[src/rtl/mesi_line_pkg.sv]
package mesi_line_pkg;
  localparam int ST_W  = 2;
  localparam int ACT_W = 2;

  typedef enum logic [ST_W-1:0] {
    ST_I = 2'd0,
    ST_S = 2'd1,
    ST_E = 2'd2,
    ST_M = 2'd3
  } line_st_e;

  typedef enum logic [ACT_W-1:0] {
    ACT_NONE  = 2'd0,
    ACT_FLUSH = 2'd1,
    ACT_RD    = 2'd2,
    ACT_RDX   = 2'd3
  } line_act_e;

  typedef enum logic [2:0] {
    CMD_IDLE    = 3'd0,
    CMD_CORE_RD = 3'd1,
    CMD_CORE_WR = 3'd2,
    CMD_SNP_RD  = 3'd3,
    CMD_SNP_RDX = 3'd4
  } line_cmd_e;
endpackage

[src/rtl/mesi_cmd_select.sv]
module mesi_cmd_select
  import mesi_line_pkg::*;
(
  input  logic      core_rd,
  input  logic      core_wr,
  input  logic      snoop_rd,
  input  logic      snoop_rdx,
  input  logic      busy,
  output line_cmd_e cmd
);
  always_comb begin
    cmd = CMD_IDLE;
    if (snoop_rdx)              cmd = CMD_SNP_RDX;
    else if (snoop_rd)          cmd = CMD_SNP_RD;
    else if (core_wr && !busy)  cmd = CMD_CORE_WR;
    else if (core_rd && !busy)  cmd = CMD_CORE_RD;
  end

  always_comb begin
    if (busy && (cmd == CMD_CORE_RD || cmd == CMD_CORE_WR))
      p_core_gated_r10: assert (1'b0);
  end
endmodule

[src/rtl/mesi_transition.sv]
module mesi_transition
  import mesi_line_pkg::*;
(
  input  line_st_e  cur,
  input  line_cmd_e cmd,
  output line_st_e  nxt,
  output line_act_e act,
  output logic      act_en,
  output logic      miss_start,
  output logic      miss_is_wr
);
  always_comb begin
    nxt        = cur;
    act        = ACT_NONE;
    act_en     = (cmd != CMD_IDLE);
    miss_start = 1'b0;
    miss_is_wr = 1'b0;
    unique case (cmd)
      CMD_CORE_RD: begin
        if (cur == ST_I) begin
          act        = ACT_RD;
          miss_start = 1'b1;
        end
      end
      CMD_CORE_WR: begin
        if (cur == ST_I || cur == ST_S) begin
          act        = ACT_RDX;
          miss_start = 1'b1;
          miss_is_wr = 1'b1;
        end else begin
          nxt = ST_M;
        end
      end
      CMD_SNP_RD: begin
        if (cur == ST_M) act = ACT_FLUSH;
        if (cur == ST_M || cur == ST_E) nxt = ST_S;
      end
      CMD_SNP_RDX: begin
        if (cur == ST_M) act = ACT_FLUSH;
        nxt = ST_I;
      end
      default: ;
    endcase
  end

  always_comb begin
    if (act == ACT_FLUSH)
      p_flush_from_m_r6: assert (cur == ST_M);
  end
endmodule

[src/rtl/mesi_miss_track.sv]
module mesi_miss_track
  import mesi_line_pkg::*;
(
  input  logic     clk,
  input  logic     rst_n,
  input  logic     miss_start,
  input  logic     miss_is_wr,
  input  logic     resp_valid,
  input  logic     share_in,
  output logic     busy,
  output logic     fill_en,
  output line_st_e fill_state
);
  logic busy_q, busy_d;
  logic wr_q, wr_d;
  logic wr_en;

  assign fill_en = busy_q && resp_valid;
  assign wr_en   = miss_start;

  always_comb begin
    busy_d = busy_q;
    if (fill_en)         busy_d = 1'b0;
    else if (miss_start) busy_d = 1'b1;
    wr_d = miss_is_wr;
  end

  always_ff @(posedge clk or negedge rst_n) begin
    if (!rst_n) begin
      busy_q <= 1'b0;
      wr_q   <= 1'b0;
    end else begin
      busy_q <= busy_d;
      if (wr_en) wr_q <= wr_d;
    end
  end

  always_comb begin
    if (wr_q)          fill_state = ST_M;
    else if (share_in) fill_state = ST_S;
    else               fill_state = ST_E;
  end

  assign busy = busy_q;

  p_resp_clears_busy_r11: assert property (@(posedge clk) disable iff (!rst_n)
    (busy_q && resp_valid) |=> !busy_q);
  p_idle_resp_ignored_r11: assert property (@(posedge clk) disable iff (!rst_n)
    (!busy_q && resp_valid && !miss_start) |=> !busy_q);
endmodule

[src/rtl/mesi_line_ctrl.sv]
module mesi_line_ctrl
  import mesi_line_pkg::*;
(
  input  logic             clk,
  input  logic             rst_n,
  input  logic             core_rd,
  input  logic             core_wr,
  input  logic             snoop_rd,
  input  logic             snoop_rdx,
  input  logic             resp_valid,
  input  logic             share_in,
  output logic             act_valid,
  output logic [ACT_W-1:0] act_code,
  output logic [ST_W-1:0]  line_state,
  output logic             busy,
  output logic             share_drive
);
  localparam int SYNC_STAGES = 2;

  logic [SYNC_STAGES-1:0] rst_pipe;
  logic                   rst_int_n;

  always_ff @(posedge clk or negedge rst_n) begin
    if (!rst_n) rst_pipe <= '0;
    else        rst_pipe <= {rst_pipe[SYNC_STAGES-2:0], 1'b1};
  end
  assign rst_int_n = rst_pipe[SYNC_STAGES-1];

  line_cmd_e cmd;
  line_st_e  st_q, st_d, nxt, fill_state;
  line_act_e act, act_q;
  logic      act_en, act_v_q;
  logic      miss_start, miss_is_wr, fill_en;
  logic      st_en;

  mesi_cmd_select u_sel (
    .core_rd   (core_rd),
    .core_wr   (core_wr),
    .snoop_rd  (snoop_rd),
    .snoop_rdx (snoop_rdx),
    .busy      (busy),
    .cmd       (cmd)
  );

  mesi_transition u_tr (
    .cur        (st_q),
    .cmd        (cmd),
    .nxt        (nxt),
    .act        (act),
    .act_en     (act_en),
    .miss_start (miss_start),
    .miss_is_wr (miss_is_wr)
  );

  mesi_miss_track u_miss (
    .clk        (clk),
    .rst_n      (rst_int_n),
    .miss_start (miss_start),
    .miss_is_wr (miss_is_wr),
    .resp_valid (resp_valid),
    .share_in   (share_in),
    .busy       (busy),
    .fill_en    (fill_en),
    .fill_state (fill_state)
  );

  // A fill from the lower level takes priority over a concurrent snoop.
  always_comb begin
    st_en = fill_en || act_en;
    st_d  = fill_en ? fill_state : nxt;
  end

  always_ff @(posedge clk or negedge rst_int_n) begin
    if (!rst_int_n) begin
      st_q    <= ST_I;
      act_v_q <= 1'b0;
      act_q   <= ACT_NONE;
    end else begin
      act_v_q <= act_en;
      if (st_en)  st_q  <= st_d;
      if (act_en) act_q <= act;
    end
  end

  assign act_valid   = act_v_q;
  assign act_code    = act_q;
  assign line_state  = st_q;
  assign share_drive = snoop_rd && (st_q != ST_I);

  p_miss_issues_req_r2: assert property (@(posedge clk) disable iff (!rst_int_n)
    $rose(busy) |-> (act_valid && (act_code == ACT_RD || act_code == ACT_RDX)));
  p_busy_blocks_core_r10: assert property (@(posedge clk) disable iff (!rst_int_n)
    (busy && (core_rd || core_wr) && !snoop_rd && !snoop_rdx && !resp_valid)
      |=> ($stable(line_state) && !act_valid));
  p_e_only_by_fill_r3: assert property (@(posedge clk) disable iff (!rst_int_n)
    (line_state == ST_E && $past(line_state) != ST_E) |-> $past(busy));
  p_m_entry_r4: assert property (@(posedge clk) disable iff (!rst_int_n)
    (line_state == ST_M && $past(line_state) != ST_M) |-> ($past(core_wr) || $past(busy)));
  p_snoop_i_quiet_r8: assert property (@(posedge clk) disable iff (!rst_int_n)
    (line_state == ST_I && (snoop_rd || snoop_rdx) && !resp_valid)
      |=> (line_state == ST_I && act_code == ACT_NONE));
endmodule

[config.mk]
export PLATFORM = sky130hd
export DESIGN_NAME = mesi_line_ctrl
export DESIGN_NICKNAME = d
export VERILOG_FILES = /design/src/rtl/mesi_line_pkg.sv /design/src/rtl/mesi_cmd_select.sv /design/src/rtl/mesi_transition.sv /design/src/rtl/mesi_miss_track.sv /design/src/rtl/mesi_line_ctrl.sv
export SDC_FILE = /design/constraint.sdc
export NUM_CORES = 1
export LEC_CHECK = 0
export BUFFER_PORTS_ARGS = -buffer_cell sky130_fd_sc_hd__buf_4
export CORE_AREA = 2 2 39 41
export DETAILED_ROUTE_END_ITERATION = 16
export DIE_AREA = 0 0 41 43
export PLACE_DENSITY = 0.48
export SYNTH_ARGS = -nofsm -noshare
export SYNTH_HDL_FRONTEND = slang
export SYNTH_SLANG_ARGS = --single-unit
[constraint.sdc]
create_clock -name clk -period 2.1 [get_ports clk]
set_input_delay 0.315 -clock clk [delete_from_list [all_inputs] [get_ports clk]]
set_output_delay 0.315 -clock clk [all_outputs]
set_load 0.005 [all_outputs]
# Word-level counts from Yosys, hierarchy flattened
# Index checks and enable logic that the tools add are counted.
# op_classes
eq_ne,9
muxes,20
n_reduce_logical,15
# ops
operator,count
2-bit 2-to-1 mux,7
2-bit case mux with 3 select lines,2
3-bit 2-to-1 mux,3
1-bit 2-to-1 mux,7
3-bit by 2-bit equality test with 1-bit output (second input constant),2
2-bit equality test (second input constant),2
1-bit logical AND,4
4-bit AND reduction,1
2-bit nonzero test,2
4-bit nonzero test,1
3-bit by 1-bit equality test with 1-bit output (second input constant),1
3-bit equality test (second input constant),1
1-bit logical OR,3
3-bit by 2-bit != test with 1-bit output (second input constant),1
3-bit != test (second input constant),1
3-bit nonzero test,1
2-bit by 1-bit equality test with 1-bit output (second input constant),1
2-bit logical NOT,1
1-bit case mux with 2 select lines,1
2-bit OR reduction,1
1-bit logical NOT,1
# word_totals
reg_bits,9

# Logic depth before layout (Yosys ltp)
# depth
word_depth,10
depth_mapped,3
depth_no_buf,3

# Cells and area by module
# From an unflattened synthesis, not the netlist that was laid out.
# unflattened
hier_cells,52
area_unflattened_um2,529.3
# modules_own_cells
module,n_inst,cells_per_inst,area_each_um2
mesi_line_ctrl,1,17,246.5
mesi_transition,1,21,152.6
mesi_miss_track,1,8,93.8
mesi_cmd_select,1,6,36.3

# Worst setup path before layout
# No wires, ideal clock.
# synth_timing
path_type,register -> register
startpoint,register u_miss.busy_q (netlist: u_miss.busy)
endpoint,register u_miss.wr_q
setup_time_ns,0.121
arrival_time_ns,1.010
required_ns,1.979
slack_ns,0.969
path_stages_with_launch,4
cell_sequence,dfrtp_1 -> nor4_4 -> nand2_1 -> a22o_1
# synth_via
elab_chain_cells,8
# synth_rtl
item,line_no,text
from (decl),mesi_miss_track.sv:14,"logic busy_q, busy_d;"
from (signal assigned),mesi_miss_track.sv:33,busy_q <= busy_d;
1-bit logical NOT (*),"mesi_cmd_select.sv:15, mesi_cmd_select.sv:16",
1-bit logical AND,mesi_cmd_select.sv:16,else if (core_rd && !busy) cmd = CMD_CORE_RD;
1-bit 2-to-1 mux,mesi_cmd_select.sv:16,
3-bit 2-to-1 mux (*),mesi_cmd_select.sv:15,else if (core_wr && !busy) cmd = CMD_CORE_WR;
3-bit 2-to-1 mux (*),mesi_cmd_select.sv:14,else if (snoop_rd) cmd = CMD_SNP_RD;
3-bit 2-to-1 mux (*),mesi_cmd_select.sv:13,if (snoop_rdx) cmd = CMD_SNP_RDX;
3-bit by 2-bit equality test with 1-bit output or 3-bit by 1-bit equality test with 1-bit output (tied branches),mesi_transition.sv:18,unique case (cmd)
1-bit case mux with 2 select lines or 1-bit 2-to-1 mux (tied branches),mesi_transition.sv:18,
to (signal assigned),mesi_miss_track.sv:34,if (wr_en) wr_q <= wr_d;
to (decl),mesi_miss_track.sv:15,"logic wr_q, wr_d;"
# Mark *: on every way between the ends. The rest lies on a longest branch, timed or not.
# A chain may end at the register's enable or synchronous reset.

# Worst setup path in the final report
# layout_timing
startpoint,register st_q[1] (netlist: line_state[1])
endpoint,output share_drive
# layout_via
elab_chain_cells,2
# layout_rtl
item,line_no,text
from (decl),mesi_line_ctrl.sv:30,"line_st_e st_q, st_d, nxt, fill_state;"
from (signal assigned),mesi_line_ctrl.sv:80,if (st_en) st_q <= st_d;
2-bit nonzero test,mesi_line_ctrl.sv:88,assign share_drive = snoop_rd && (st_q != ST_I);
1-bit logical AND,mesi_line_ctrl.sv:88,
to (decl),mesi_line_ctrl.sv:16,output logic share_drive
# No other way between the ends.

==> impl_metrics.yaml <==
run_status:
  status: "completed"
critical_path:
  r2r_cells: 3
  crit_slowest_cell: "dfrtp_1"
  crit_path_max_incr_delay_ps: 450
  path_max_fanout: 6
  cp_data_required_time_ps: 1780
  cp-end-kind: "primary output"
  path_cells: "o21a_1, buf_4"
  cp-start-kind: "register"
  critPathKind: "reg2out"
  arrival_ps: 1050
global_route:
  grt_start_max_net_pins: 8
  track_usage: 0.1232
  overflow: 0
  grt_pass1_vias: 327
  antenna_found_initial: 0
  grt_pass1_wl_um: 1400
finish:
  fin_area_sq_um: 545.5
  antenna_cells: 0
  final-seq-area_sq_um: 225.2
  syn2layout_area_growth_pct: 42.02
  multi_input_area_sq_um: 147.6
  nFillCells: 145
  nets: 64
  drive_gt1_frac: 0.3455
place:
  port-buffer-count: 14
  gp_congestion: 0.7132
  dp_hpwl_um: 616.6
  post_dp_cell_area_sq_um: 509.2
synth:
  syn_area_sq_um: 384.1
  yosysMostFrequentCell: "dfrtp_1"
  synth_top_family_by_area: "simple AND/OR/NAND/NOR gates"
  synth_area_leaders: "dfrtp_1, o21ai_0, nor4_4"
  synth-simple-area-share: 0.1954
  yosys_most_used_dff: "dfrtp_1"
  synth_xor_area_frac: 0
  synth_nets: 44
  yosys_warnings: 0
  async_flop_share: 1.000
  synthAdderAreaFrac: 0
  yosysTopAreaCell: "dfrtp_1"
  synth_cell_types: 16
  syn_area_per_cell_sq_um: 10.67
  synthMuxAreaShare: 0
  ys_ff_latch: 9
  synth_top_area_frac: 0.5863
  synth-edff-count: 0
  ys_seq_area_frac: 0.5863
  synthCells: 36
  synth_compound_area_frac: 0.1792
  synth_top_cells_by_count: "dfrtp_1, o21ai_0, nand2_1"
worst_hold_path:
  hp-class: "reg2async"
flow_run:
  max-cap-violations: 0
die:
  row_count: 14
  fp.coreArea_sq_um: 1384
  die_area_sq_um: 1763
  pin_count: 15
  dieHeight_um: 43
  die_x_um: 41
  start_util: 0.2776
power:
  power_frac_comb: 0.181
  power_frac_seq: 0.511
  power_leakage_nw: 0.2482
  p_sw_frac: 0.2680
  power_switching_uw: 115.5
  intPower_uw: 315.5
  clkPwrFrac: 0.308
  p_per_area_nw_per_um2: 790.2
  peakVddDrop_mv: 0.3172
routing:
  drc: 0
  post_drt_via_cell_ratio: 4.535
  wl_per_cell_um: 10.99
  drtIter0Drc: 6
  antenna_left: 0
  via_count: 322
  drt_first_pass_iters: 4
  routed_wirelength_um: 780
clock_tree:
  cts_hold_buf: 1
  clkSlewWorstSetupHoldPaths_ps: 60
  cts_buffer_depth: 2
  cts_sinks: 9
  clk_latency_ps: 260
  cts-root-buf: "clkbuf_4"
  numCtsBuffers: 3
  cts_tree: "done"
  postCtsSetupBuffers: 0
  ctsResizeCount: 0
  h-tree-depth: 1
timing:
  setup_viol: 0
  fin_skew_ps: 5.213
  finalHoldViolCount: 0
  period_minus_slack_ps: 1360
  timing.setup.tns_ps: 0
  slew_viol_final: 0
  rsz0062_at_grt: "false"
  fin_crit_sh: 0.6477
  max_freq_ghz: 0.7352
-- registers in the layout, summed over array words and instances, names as in the netlist --
register / flops
line_state: 2
act_code: 2
u_miss.busy: 1
act_valid: 1
rst_pipe: 2
u_miss.wr_q: 1
-- critical path, delay by kind of cell, from the launching register on --
family	cells	cell delay [ps]
buffers and inverters	1	130
AOI/OAI and AO/OA	1	210
DFF	1	450
-- cell families (layout without fill, tap and decap cells) --
| kind of cell | count (synthesis) | after routing |
|---|---|---|
| AND/OR/NAND/NOR | 12 | 12 |
| AO/OA/AOI/OAI | 11 | 11 |
| flip-flops | 9 | 9 |
| buffers and inverters | 3 | 22 |
| other | 1 | 1 |
-- power groups by stage --
stage | Sequential [mW] | Combinational, mW | Clock, mW
floorplan | 0.219 | 0.0336 | 0
global placement | 0.225 | 0.0781 | 0
detailed placement | 0.224 | 0.0777 | 0
CTS | 0.221 | 0.0793 | 0.135
global route | 0.225 | 0.0892 | 0.148
finish | 0.220 | 0.0781 | 0.133
-- placed cells by master, fill, tap and decap left out --
| cell type | n |
|---|---|
| nor4_4 | 1 |
| o21ai_0 | 6 |
| buf_4 | 14 |
| a221oi_1 | 1 |
| nor3_1 | 1 |
| nor2_1 | 2 |
| nor2b_1 | 2 |
| and2b_2 | 1 |
| nand2_1 | 4 |
| clkbuf_4 | 3 |
| conb_1 | 1 |
| a22o_1 | 1 |
| dlygate4sd3_1 | 1 |
| o221ai_1 | 1 |
| nand3_1 | 1 |
| o21a_1 | 1 |
| inv_1 | 3 |
| clkbuf_1 | 1 |
| dfrtp_1 | 9 |
| a21oi_1 | 1 |
-- layer usage --
layer | GRT usage | wire length, um
met1 | 0.1481 | 366
met2 | 0.1719 | 340
met3 | 0.06806 | 68
met4 | 0.06000 | 5
met5 | 0 | 0
-- path summary, 6_finish.rpt --
check | startpoint | slack (ps) | to
worst max register to register | u_miss.busy | 910 | u_miss.wr_q
max in group asynchronous | rst_n | 1640 | rst_pipe[1]
worst max-delay path | line_state[1] | 740 | share_drive
worst min-delay path | rst_pipe[1] | 110 | act_valid
worst min register to register | rst_pipe[1] | 110 | act_valid
min in group clk | resp_valid | 270 | u_miss.busy
-- metrics by stage --
| step | hold WS, ps | total power, mW | cells | util | setup WS (ps) |
|---|---|---|---|---|---|
| 6_report | 105.0 | 0.4311 | 71 | 0.3942 | 739.8 |
| 5_1_grt | 151.9 | 0.4624 | 71 | 0.3942 | 703.8 |
| 4_1_cts | 121.0 | 0.4355 | 71 | 0.3942 | 730.3 |
| 3_5_place_dp | 98.12 | 0.3014 | 66 | 0.3680 | 915.8 |
| 2_1_floorplan | 19.41 | 0.2523 | 36 | - | 969.0 |
| 3_3_place_gp | 98.78 | 0.3026 | 66 | 0.3680 | 927.9 |
-- layout make-up --
cell class / count / area share
sequential: 9 / 0.4128
inverter: 3 / 0.02064
multi-input combinational: 24 / 0.2706
timing repair buffer: 15 / 0.2110
clock buffer: 4 / 0.04817
tap: 16 / 0.03670
(Power assumes the default switching activity.)
